`config.mk`:
```
export PLATFORM = sky130hd
export DESIGN_NAME = ctlreg_file
export DESIGN_NICKNAME = d
export VERILOG_FILES = /design/src/rtl/ctlreg_pkg.sv /design/src/rtl/ctlreg_status.sv /design/src/rtl/ctlreg_stack_bank.sv /design/src/rtl/ctlreg_backup.sv /design/src/rtl/ctlreg_file.sv
export SDC_FILE = /design/constraint.sdc
export NUM_CORES = 1
export LEC_CHECK = 0
export BUFFER_PORTS_ARGS = -buffer_cell sky130_fd_sc_hd__buf_2
export CAP_MARGIN = 10
export CELL_PAD_IN_SITES_DETAIL_PLACEMENT = 0
export CELL_PAD_IN_SITES_GLOBAL_PLACEMENT = 1
export CORE_ASPECT_RATIO = 1.25
export CORE_MARGIN = 1.5
export CORE_UTILIZATION = 40
export DETAILED_ROUTE_END_ITERATION = 6
export PLACE_DENSITY = 0.77
export RECOVER_POWER = 100
export SYNTH_ARGS = -nofsm -noshare
export SYNTH_HDL_FRONTEND = slang
export SYNTH_SLANG_ARGS = --single-unit
```
`constraint.sdc`:
```
create_clock -name clk -period 3.02 [get_ports clk]
set_input_delay 0.906 -clock clk [delete_from_list [all_inputs] [get_ports clk]]
set_output_delay 0.906 -clock clk [all_outputs]
set_load 0.01 [all_outputs]
```
`src/rtl/ctlreg_pkg.sv`:
```
package ctlreg_pkg;

    localparam int unsigned CR_DW  = 32;
    localparam int unsigned CR_IW  = 4;
    localparam int unsigned SM_BIT = 7;

    localparam logic [7:0] STAT_KEEP   = 8'hC0;
    localparam logic [7:0] BKSTAT_KEEP = 8'hC1;

    typedef enum logic [3:0] {
        CR_STATUS  = 4'd0,
        CR_COND    = 4'd1,
        CR_ISP     = 4'd2,
        CR_USP     = 4'd3,
        CR_SCR0    = 4'd4,
        CR_SCR1    = 4'd5,
        CR_BKPC    = 4'd6,
        CR_BBKPC   = 4'd7,
        CR_BBKSTAT = 4'd8
    } cr_idx_e;

    // bank index equals the stack-mode value that makes the bank live
    localparam int unsigned BANK_INT  = 0;
    localparam int unsigned BANK_USER = 1;

    typedef struct packed {
        logic [7:0] bk;
        logic [7:0] st;
        logic       cond;
    } status_t;

    function automatic logic [15:0] pack_status(status_t s);
        return {s.bk & BKSTAT_KEEP, (s.st & STAT_KEEP) | {7'b0, s.cond}};
    endfunction

endpackage

```
`src/rtl/ctlreg_status.sv`:
```
module ctlreg_status
    import ctlreg_pkg::*;
#(
    parameter int unsigned IW = CR_IW
) (
    input  logic          clk,
    input  logic          rst,
    input  logic          wr_go,
    input  logic [IW-1:0] wr_idx,
    input  logic [15:0]   wr_word,
    output status_t       stat_q,
    output logic          sm,
    output logic          swap_req
);

    logic hit_status;
    logic hit_cond;

    assign hit_status = wr_go && (wr_idx == IW'(CR_STATUS));
    assign hit_cond   = wr_go && (wr_idx == IW'(CR_COND));
    assign sm         = stat_q.st[SM_BIT];
    assign swap_req   = hit_status && (wr_word[SM_BIT] != sm);

    always_ff @(posedge clk) begin
        if (rst) begin
            stat_q <= '0;
        end else if (hit_status) begin
            stat_q.bk   <= wr_word[15:8];
            stat_q.st   <= wr_word[7:0];
            stat_q.cond <= wr_word[0];
        end else if (hit_cond) begin
            stat_q.cond <= wr_word[0];
        end
    end

endmodule

```
`src/rtl/ctlreg_stack_bank.sv`:
```
module ctlreg_stack_bank
    import ctlreg_pkg::*;
#(
    parameter int unsigned DW = CR_DW
) (
    input  logic                clk,
    input  logic                rst,
    input  logic                sm,
    input  logic                swap_req,
    input  logic [1:0]          alias_wr,
    input  logic [DW-1:0]       wr_data,
    input  logic [DW-1:0]       sp_live_i,
    output logic [DW-1:0]       sp_live_o,
    output logic                sp_live_we,
    output logic [1:0][DW-1:0]  view
);

    localparam int unsigned NBANK = 2;

    logic [DW-1:0]    sh_q  [NBANK];
    logic [NBANK-1:0] sh_we;
    logic [DW-1:0]    sh_d  [NBANK];

    always_comb begin
        sp_live_we = 1'b0;
        sp_live_o  = wr_data;
        for (int b = 0; b < NBANK; b++) begin
            sh_we[b] = 1'b0;
            sh_d[b]  = wr_data;
        end
        if (swap_req) begin
            // park the live value in the bank of the outgoing mode,
            // bring in the bank of the incoming mode
            sp_live_we          = 1'b1;
            sp_live_o           = sh_q[int'(!sm)];
            sh_we[int'(sm)]     = 1'b1;
            sh_d[int'(sm)]      = sp_live_i;
        end else begin
            for (int b = 0; b < NBANK; b++) begin
                if (alias_wr[b]) begin
                    if (int'(sm) == b) begin
                        sp_live_we = 1'b1;
                        sp_live_o  = wr_data;
                    end else begin
                        sh_we[b] = 1'b1;
                    end
                end
            end
        end
    end

    for (genvar g = 0; g < NBANK; g++) begin : g_bank
        always_ff @(posedge clk) begin
            if (rst)
                sh_q[g] <= '0;
            else if (sh_we[g])
                sh_q[g] <= sh_d[g];
        end
        assign view[g] = (int'(sm) == g) ? sp_live_i : sh_q[g];
    end

endmodule

```
`src/rtl/ctlreg_backup.sv`:
```
module ctlreg_backup
    import ctlreg_pkg::*;
#(
    parameter int unsigned DW   = CR_DW,
    parameter int unsigned IW   = CR_IW,
    parameter int unsigned NSCR = 2
) (
    input  logic                  clk,
    input  logic                  rst,
    input  logic                  wr_go,
    input  logic [IW-1:0]         wr_idx,
    input  logic [DW-1:0]         wr_data,
    output logic [DW-1:0]         bkpc_rd,
    output logic [DW-1:0]         bbkpc_rd,
    output logic [7:0]            bbkstat_rd,
    output logic [NSCR-1:0][DW-1:0] scr_rd
);

    localparam int unsigned SCR_BASE = int'(CR_SCR0);

    logic [DW-1:0] bkpc_q;
    logic [DW-1:0] bbkpc_q;
    logic [7:0]    bbkstat_q;

    always_ff @(posedge clk) begin
        if (rst) begin
            bkpc_q    <= '0;
            bbkpc_q   <= '0;
            bbkstat_q <= '0;
        end else if (wr_go) begin
            if (wr_idx == IW'(CR_BKPC))    bkpc_q    <= wr_data;
            if (wr_idx == IW'(CR_BBKPC))   bbkpc_q   <= wr_data;
            if (wr_idx == IW'(CR_BBKSTAT)) bbkstat_q <= wr_data[7:0];
        end
    end

    for (genvar g = 0; g < NSCR; g++) begin : g_scr
        logic [DW-1:0] scr_q;
        always_ff @(posedge clk) begin
            if (rst)
                scr_q <= '0;
            else if (wr_go && (wr_idx == IW'(SCR_BASE + g)))
                scr_q <= wr_data;
        end
        assign scr_rd[g] = scr_q;
    end

    assign bkpc_rd    = {bkpc_q[DW-1:1], 1'b0};
    assign bbkpc_rd   = {bbkpc_q[DW-1:1], 1'b0};
    assign bbkstat_rd = bbkstat_q & BKSTAT_KEEP;

endmodule

```
`src/rtl/ctlreg_file.sv`:
```
module ctlreg_file
    import ctlreg_pkg::*;
#(
    parameter int unsigned DW = CR_DW,
    parameter int unsigned IW = CR_IW
) (
    input  logic          clk,
    input  logic          rst,
    input  logic [IW-1:0] rd_idx,
    output logic [DW-1:0] rd_data,
    input  logic          wr_en,
    input  logic [IW-1:0] wr_idx,
    input  logic [DW-1:0] wr_data,
    input  logic [DW-1:0] sp_live_i,
    output logic [DW-1:0] sp_live_o,
    output logic          sp_live_we
);

    localparam int unsigned NSCR = 2;

    logic                   wr_go;
    status_t                stat_w;
    logic                   sm_w;
    logic                   swap_w;
    logic [1:0]             alias_wr;
    logic [1:0][DW-1:0]     sp_view;
    logic [DW-1:0]          bkpc_w;
    logic [DW-1:0]          bbkpc_w;
    logic [7:0]             bbkstat_w;
    logic [NSCR-1:0][DW-1:0] scr_w;

    assign wr_go = wr_en && !rst;
    assign alias_wr[BANK_INT]  = wr_go && (wr_idx == IW'(CR_ISP));
    assign alias_wr[BANK_USER] = wr_go && (wr_idx == IW'(CR_USP));

    ctlreg_status #(.IW(IW)) status_i (
        .clk      (clk),
        .rst      (rst),
        .wr_go    (wr_go),
        .wr_idx   (wr_idx),
        .wr_word  (wr_data[15:0]),
        .stat_q   (stat_w),
        .sm       (sm_w),
        .swap_req (swap_w)
    );

    ctlreg_stack_bank #(.DW(DW)) bank_i (
        .clk        (clk),
        .rst        (rst),
        .sm         (sm_w),
        .swap_req   (swap_w),
        .alias_wr   (alias_wr),
        .wr_data    (wr_data),
        .sp_live_i  (sp_live_i),
        .sp_live_o  (sp_live_o),
        .sp_live_we (sp_live_we),
        .view       (sp_view)
    );

    ctlreg_backup #(.DW(DW), .IW(IW), .NSCR(NSCR)) backup_i (
        .clk        (clk),
        .rst        (rst),
        .wr_go      (wr_go),
        .wr_idx     (wr_idx),
        .wr_data    (wr_data),
        .bkpc_rd    (bkpc_w),
        .bbkpc_rd   (bbkpc_w),
        .bbkstat_rd (bbkstat_w),
        .scr_rd     (scr_w)
    );

    always_comb begin
        rd_data = '0;
        case (rd_idx)
            IW'(CR_STATUS):  rd_data = DW'(pack_status(stat_w));
            IW'(CR_COND):    rd_data = DW'(stat_w.cond);
            IW'(CR_ISP):     rd_data = sp_view[BANK_INT];
            IW'(CR_USP):     rd_data = sp_view[BANK_USER];
            IW'(CR_SCR0):    rd_data = scr_w[0];
            IW'(CR_SCR1):    rd_data = scr_w[1];
            IW'(CR_BKPC):    rd_data = bkpc_w;
            IW'(CR_BBKPC):   rd_data = bbkpc_w;
            IW'(CR_BBKSTAT): rd_data = DW'(bbkstat_w);
            default:         rd_data = '0;
        endcase
    end

endmodule

```
Word-level counts from Yosys, hierarchy flattened
Memory sizes are Yosys's and may differ from the RTL's.
Index checks and enable logic that the tools add are counted.
{ "totals": {"register_bits": 153, "latch_bits": 0, "ramBits": 64, "mem_bits_ro": 0, "in_bits": 75, "out_inout_bits": 65, "word_cells": 83, "mem_count": 1} }
{ "memory_table": {"columns": ["memory", "depth", "width", "read_ports", "rd_clocked_by_memory_dff", "write_ports", "line", "text"], "rows": [
  ["bank_i.sh_q", 2, 32, 3, 0, 2, "ctlreg_stack_bank.sv:20", "logic [DW-1:0] sh_q [NBANK];"]
]} }
{ "op_classes": {"addsub": 0, "n_mul": 0, "n_div": 0, "order_cmp": 4, "eq_ne": 17, "n_shift": 0, "muxes": 31, "n_bitwise": 4, "reduce_logical": 18} }
{ "ops": {"columns": ["operator", "count"], "rows": [
  ["case mux 32 bit (9 select lines)", 1],
  ["2-to-1 mux 32 bit", 6],
  ["bitwise mux 64 bit", 1],
  ["2-to-1 mux 64 bit", 1],
  ["demux 32 bit (select 1 bit)", 1],
  ["equality test 4 x 3 -> 1 bit, second input constant", 8],
  ["greater-or-equal comparator 32 x 2 -> 1 bit, second input constant", 1],
  ["< comparator 32 x 1 -> 1 bit, second input constant", 1],
  ["NOT 1 -> 32 bit", 1],
  ["2-to-1 mux 1 bit", 19],
  ["equality test 4 x 2 -> 1 bit, second input constant", 4],
  ["logical AND 1 bit", 10],
  ["equality test 4 x 1 -> 1 bit, second input constant", 2],
  ["equality test 4 bit, second input constant", 2],
  ["zero test 4 bit", 2],
  ["OR 8 x 1 -> 8 bit", 1],
  ["AND reduction 2 bit", 3],
  ["zero test 1 bit", 2],
  ["< comparator 1 x 2 -> 1 bit, second input constant", 1],
  ["2-to-1 mux 2 bit", 1],
  ["OR 1 bit", 2],
  ["nonzero test 2 bit", 1],
  ["demux 1 bit (select 1 bit)", 1],
  ["greater-or-equal comparator 1 bit, second input constant", 1],
  ["inequality test 1 bit", 1]
]} }

Logic depth before layout (Yosys ltp)
{ "depth": {"depth_word": 9, "depth_mapped": 7, "depth_no_buf": 4} }

Cells and area by module
From an unflattened synthesis, not the netlist that was laid out.
{ "unflattened": {"hier_cells": 1273, "hier_area_um2": 12933.7} }
{ "modules_own_cells": {"columns": ["mod", "n_inst", "cells_per_inst", "area_per_inst_um2", "seq_area_each_um2"], "rows": [
  ["ctlreg_backup", 1, 469, 5228.8, 2582.5],
  ["ctlreg_stack_bank", 1, 485, 5041.1, 1921.8],
  ["ctlreg_file", 1, 242, 1853.0, 0.0],
  ["ctlreg_status", 1, 77, 810.8, 340.3]
]} }

Least setup slack after synthesis
No wires, ideal clock.
{ "synth_path": {"path_type": "input -> output", "startpoint": "input rst", "endpoint": "output sp_live_o[19]", "arrival_time_ns": 2.055, "required_ns": 2.114, "slack_ns": 0.059, "path_stages": 7, "n_path_buf": 3, "cell_sequence": "nor4b_4 > buf_4 > and3_1 > buf_2 > buf_4 > nor2_1 > a31oi_1"} }
{ "synth_between": {"elab_chain_cells": 5} }
{ "synth_lines": {"columns": ["item", "line", "text"], "rows": [
  ["start, declared", "ctlreg_file.sv:8", "input logic rst,"],
  ["zero test 1 bit", "ctlreg_file.sv:32", "assign wr_go = wr_en && !rst;"],
  ["logical AND 1 bit", "ctlreg_file.sv:32", null],
  ["logical AND 1 bit", "ctlreg_status.sv:19", "assign hit_status = wr_go && (wr_idx == IW'(CR_STATUS));"],
  ["logical AND 1 bit", "ctlreg_status.sv:22", "assign swap_req = hit_status && (wr_word[SM_BIT] != sm);"],
  ["2-to-1 mux 32 bit", "ctlreg_stack_bank.sv:31", "if (swap_req) begin"],
  ["end, declared", "ctlreg_file.sv:15", "output logic [DW-1:0] sp_live_o,"]
]} }
Every way passes these cells.

Worst setup path in the final report
{ "layout_path": {"startpoint": "input rd_idx[1]", "endpoint": "output rd_data[7]"} }
{ "layout_between": {"elab_chain_cells": 2, "word_cells_on_any_way": 10, "classes_between": "eq/ne (8); mux (1); reduce/logical (1)"} }
{ "layout_lines": {"columns": ["item", "line", "text"], "rows": [
  ["start, declared", "ctlreg_file.sv:9", "input logic [IW-1:0] rd_idx,"],
  ["equality test 4 bit, or another cell as far along", "ctlreg_file.sv:74", "case (rd_idx)"],
  ["case mux 32 bit (9 select lines) *", "ctlreg_file.sv:74", null],
  ["end, declared", "ctlreg_file.sv:10", "output logic [DW-1:0] rd_data,"]
]} }
Every way passes the cells marked *; elsewhere a longest branch is shown, timed or not.

==> impl_metrics.toml <==
[timing]
setup_ws_ns = -0.197
period_share_pct = 107
rsz0062_at_grt = "yes"
maxClockFrequency_ghz = 0.311
setup_viol = 56
slew_headroom_pct = -12.4
worst-slew-pin-transition_ns = 1.69
finalHoldViolCount = 0
hold_slack_ns = 0.457
post-route-min-period_ns = 3.22
clock_skew_ns = 0.00860
final_max_slew_viol_count = 78

[cts]
cts_hold_buffers = 0
cts_num_sinks = 199
clock_latency_ns = 0.44
cts_buffers = 17
ctsRootBufferMaster = "clkbuf_16"
clk_pin_slew_worst_paths_ns = 0.08
cts.path.max_buffers = 2
htree_num_levels = 4
cts_tree = "yes"

[yosys]
synth_cell_types = 60
yosysMostFrequentCell = "nand2_1"
synth_top_area_share_pct = 26.7
seq_area_frac_synth_pct = 45.7
synthFlopType = "dfxtp_1"
synthesis.area_um2 = 10100
syn-num-nets = 1360
ys.warnings.count = 0
synth-async-reset-ratio_pct = 0
synth_seq_cells = 199
synth_edf_count = 64
syn_inst = 1285
syn_area_per_cell_um2 = 7.88
netlist_top_cells_count = "nand2_1 (433), a21oi_1 (222), dfxtp_1 (135)"
yosysTopAreaCell = "dfxtp_1"
netlist_top_cells_area = "dfxtp_1 (27%), edfxtp_1 (19%), nand2_1 (16%)"

[cells_and_area]
layout.cells.non_filler = 1795
drive_gt1_share_pct = 25.5
fill_cells = 2365
nets = 1526
syn_to_final_growth_pct = 31.7

[detailed_routing]
drt-initial-drc-count = 884
first_pass_iters = 7
drtAntennaViolNets = 0
vias_per_cell = 5.64
routed_wl_um = 37600
avgRoutedWirePerCell_um = 20.9
post-route-drc-count = 0
vias = 10126

[floorplanning]
rows = 64
ioPinCount = 140
die_w_um = 145
die_h_um = 181
core_area_um2 = 24700
initial_core_util_pct = 41.1
dieArea_um2 = 26300

[power_and_ir_drop]
p_leak_uw = 0.00498
powerDensity_nw_per_um2 = 429
p_total_uw = 5730
peakVddDrop_mv = 0.379

[place]
io_buffers = 139
hpwlAfterDp_um = 23100
gp_congestion = 0.825
dp.cells = 1732
dp_slack_ns = -0.221

[run_status]
status = "finished with violations"
failed_checks = "capacitance limit, slew limit, setup timing"

[worst_setup_path]
arrival_ns = 2.31
cpPeakStageDelay_ns = 0.36
worstSetupStartpointType = "primary input"
worstPathCellList = "buf_8, and4bb_1, buf_12, buf_4, a221oi_1, o211ai_1, buf_2"
criticalPathCategory = "in2out"
critPathLaunch = "rd_idx[1]"
crit_fanout = 6
worstPathRequired_ns = 2.11
rr_startpoint = "status_i.sm"
crit_slowest_cell = "a221oi_1"
worstSetupEndpointType = "output pin"

[min_path]
hold_path_class = "reg2reg"
min-delay-start = "backup_i.g_scr[1].scr_q[25]"

[global_routing]
grt_pass1_vias = 9513
grt_pass1_wl_um = 55000
antenna_found_initial = 0
grt_max_degree = 78
grt.total_usage_pct = 27.2
grt_overflow_total = 0

[job]
drv_cap = 1
-- layout by cell type, fill, tap and decap left out, drive strengths merged, types with 5 or more instances in the layout --
master  netlist  final
a21oi       222    222
a221oi       37     37
a22oi        54     54
a31oi        14     14
buf          58    235
clkbuf       62     51
clkinv        0      7
dfxtp       135    135
edfxtp       64     64
inv          16     21
mux2i        26     26
nand2       433    433
nand2b       15     15
nand3        16     16
nor2         25     25
nor3          5      5
o211ai       17     17
o21ai        35     35
-- path summary, 6_finish.rpt --
path                                                     to  slack (ns)  cells past startpoint
worst min register to register  backup_i.g_scr[1].scr_q[25]        0.46                      2
worst max-delay path                             rd_data[7]       -0.20                      7
worst min-delay path            backup_i.g_scr[1].scr_q[25]        0.46                      2
worst max register to register            bank_i.sh_q[0][7]        0.48                      6
-- area by class of cell --
| cell class | count | area (um^2) | share of cell area, % |
|---|---|---|---|
| flip-flops and latches | 199 | 4630 | 34.7 |
| diodes | 1 | 2.50 | 0.0188 |
| repair buffers | 267 | 2250 | 16.9 |
| well taps | 330 | 413 | 3.10 |
| clock buffers | 19 | 443 | 3.32 |
| multi-input cells | 950 | 5400 | 40.5 |
| inverters | 16 | 60.1 | 0.450 |
| clock inverters | 13 | 140 | 1.05 |
-- sequential cells by signal, summed over array words and instances, names as in the netlist --
| name | cells |
|---|---|
| backup_i.bbkstat_q | 3 |
| backup_i.g_scr.scr_q | 64 |
| status_i.sm | 1 |
| bank_i.sh_q | 64 |
| backup_i.bkpc_q | 31 |
| backup_i.bbkpc_q | 31 |
| status_i.stat_q | 5 |
-- power by group --
group          internal [uW]  switching, uW  total [uW]  leakage (uW)
logic                    240            377         617       0.00294
registers               2800           25.3        2830       0.00175
clock network           1190           1090        2280      0.000285
total                   4230           1490        5730       0.00498
-- timing repair --
action                                  CTS  global route
pin swaps                                36            57
buffers inserted                          8            17
endpoints found under the setup margin   65            65
gates resized for setup                  89            87
cloned                                    4             8
-- cells by family (layout without fill, tap and decap cells) --
logic type	Yosys count	count (layout)	share of synthesized area, %
compound gates	396	396	23.5
mux	27	27	2.68
xor+xnor	3	3	0.259
flops	199	199	45.7
buf+inv	136	315	6.14
other cells	0	1	0
simple gates	524	524	21.8
-- critical path, delay by kind of cell --
family,cells,cell delay [ns]
buf+inv,4,0.60
compound gates,2,0.57
simple gates,1,0.22
-- metrics by stage --
stage          setup TNS, ns  utilization [%]  cell area (um^2)
2_1_floorplan              0                -             10100
3_3_place_gp           -6.95             47.5             11700
3_5_place_dp           -7.68             47.5             11700
4_1_cts                -2.07             51.9             12800
5_1_grt                -7.32             54.1             13300
6_report               -3.30             54.1             13300
-- routing by layer --
layer	vias to the layer above	global-route usage, %	wire length [um]
met5	-	0	0
met4	0	9.06	1380
met3	71	3.36	2140
met2	382	49.9	19300
met1	4841	32.6	14800
li1	4832	-	-
Power figures use the tool's default switching activity.
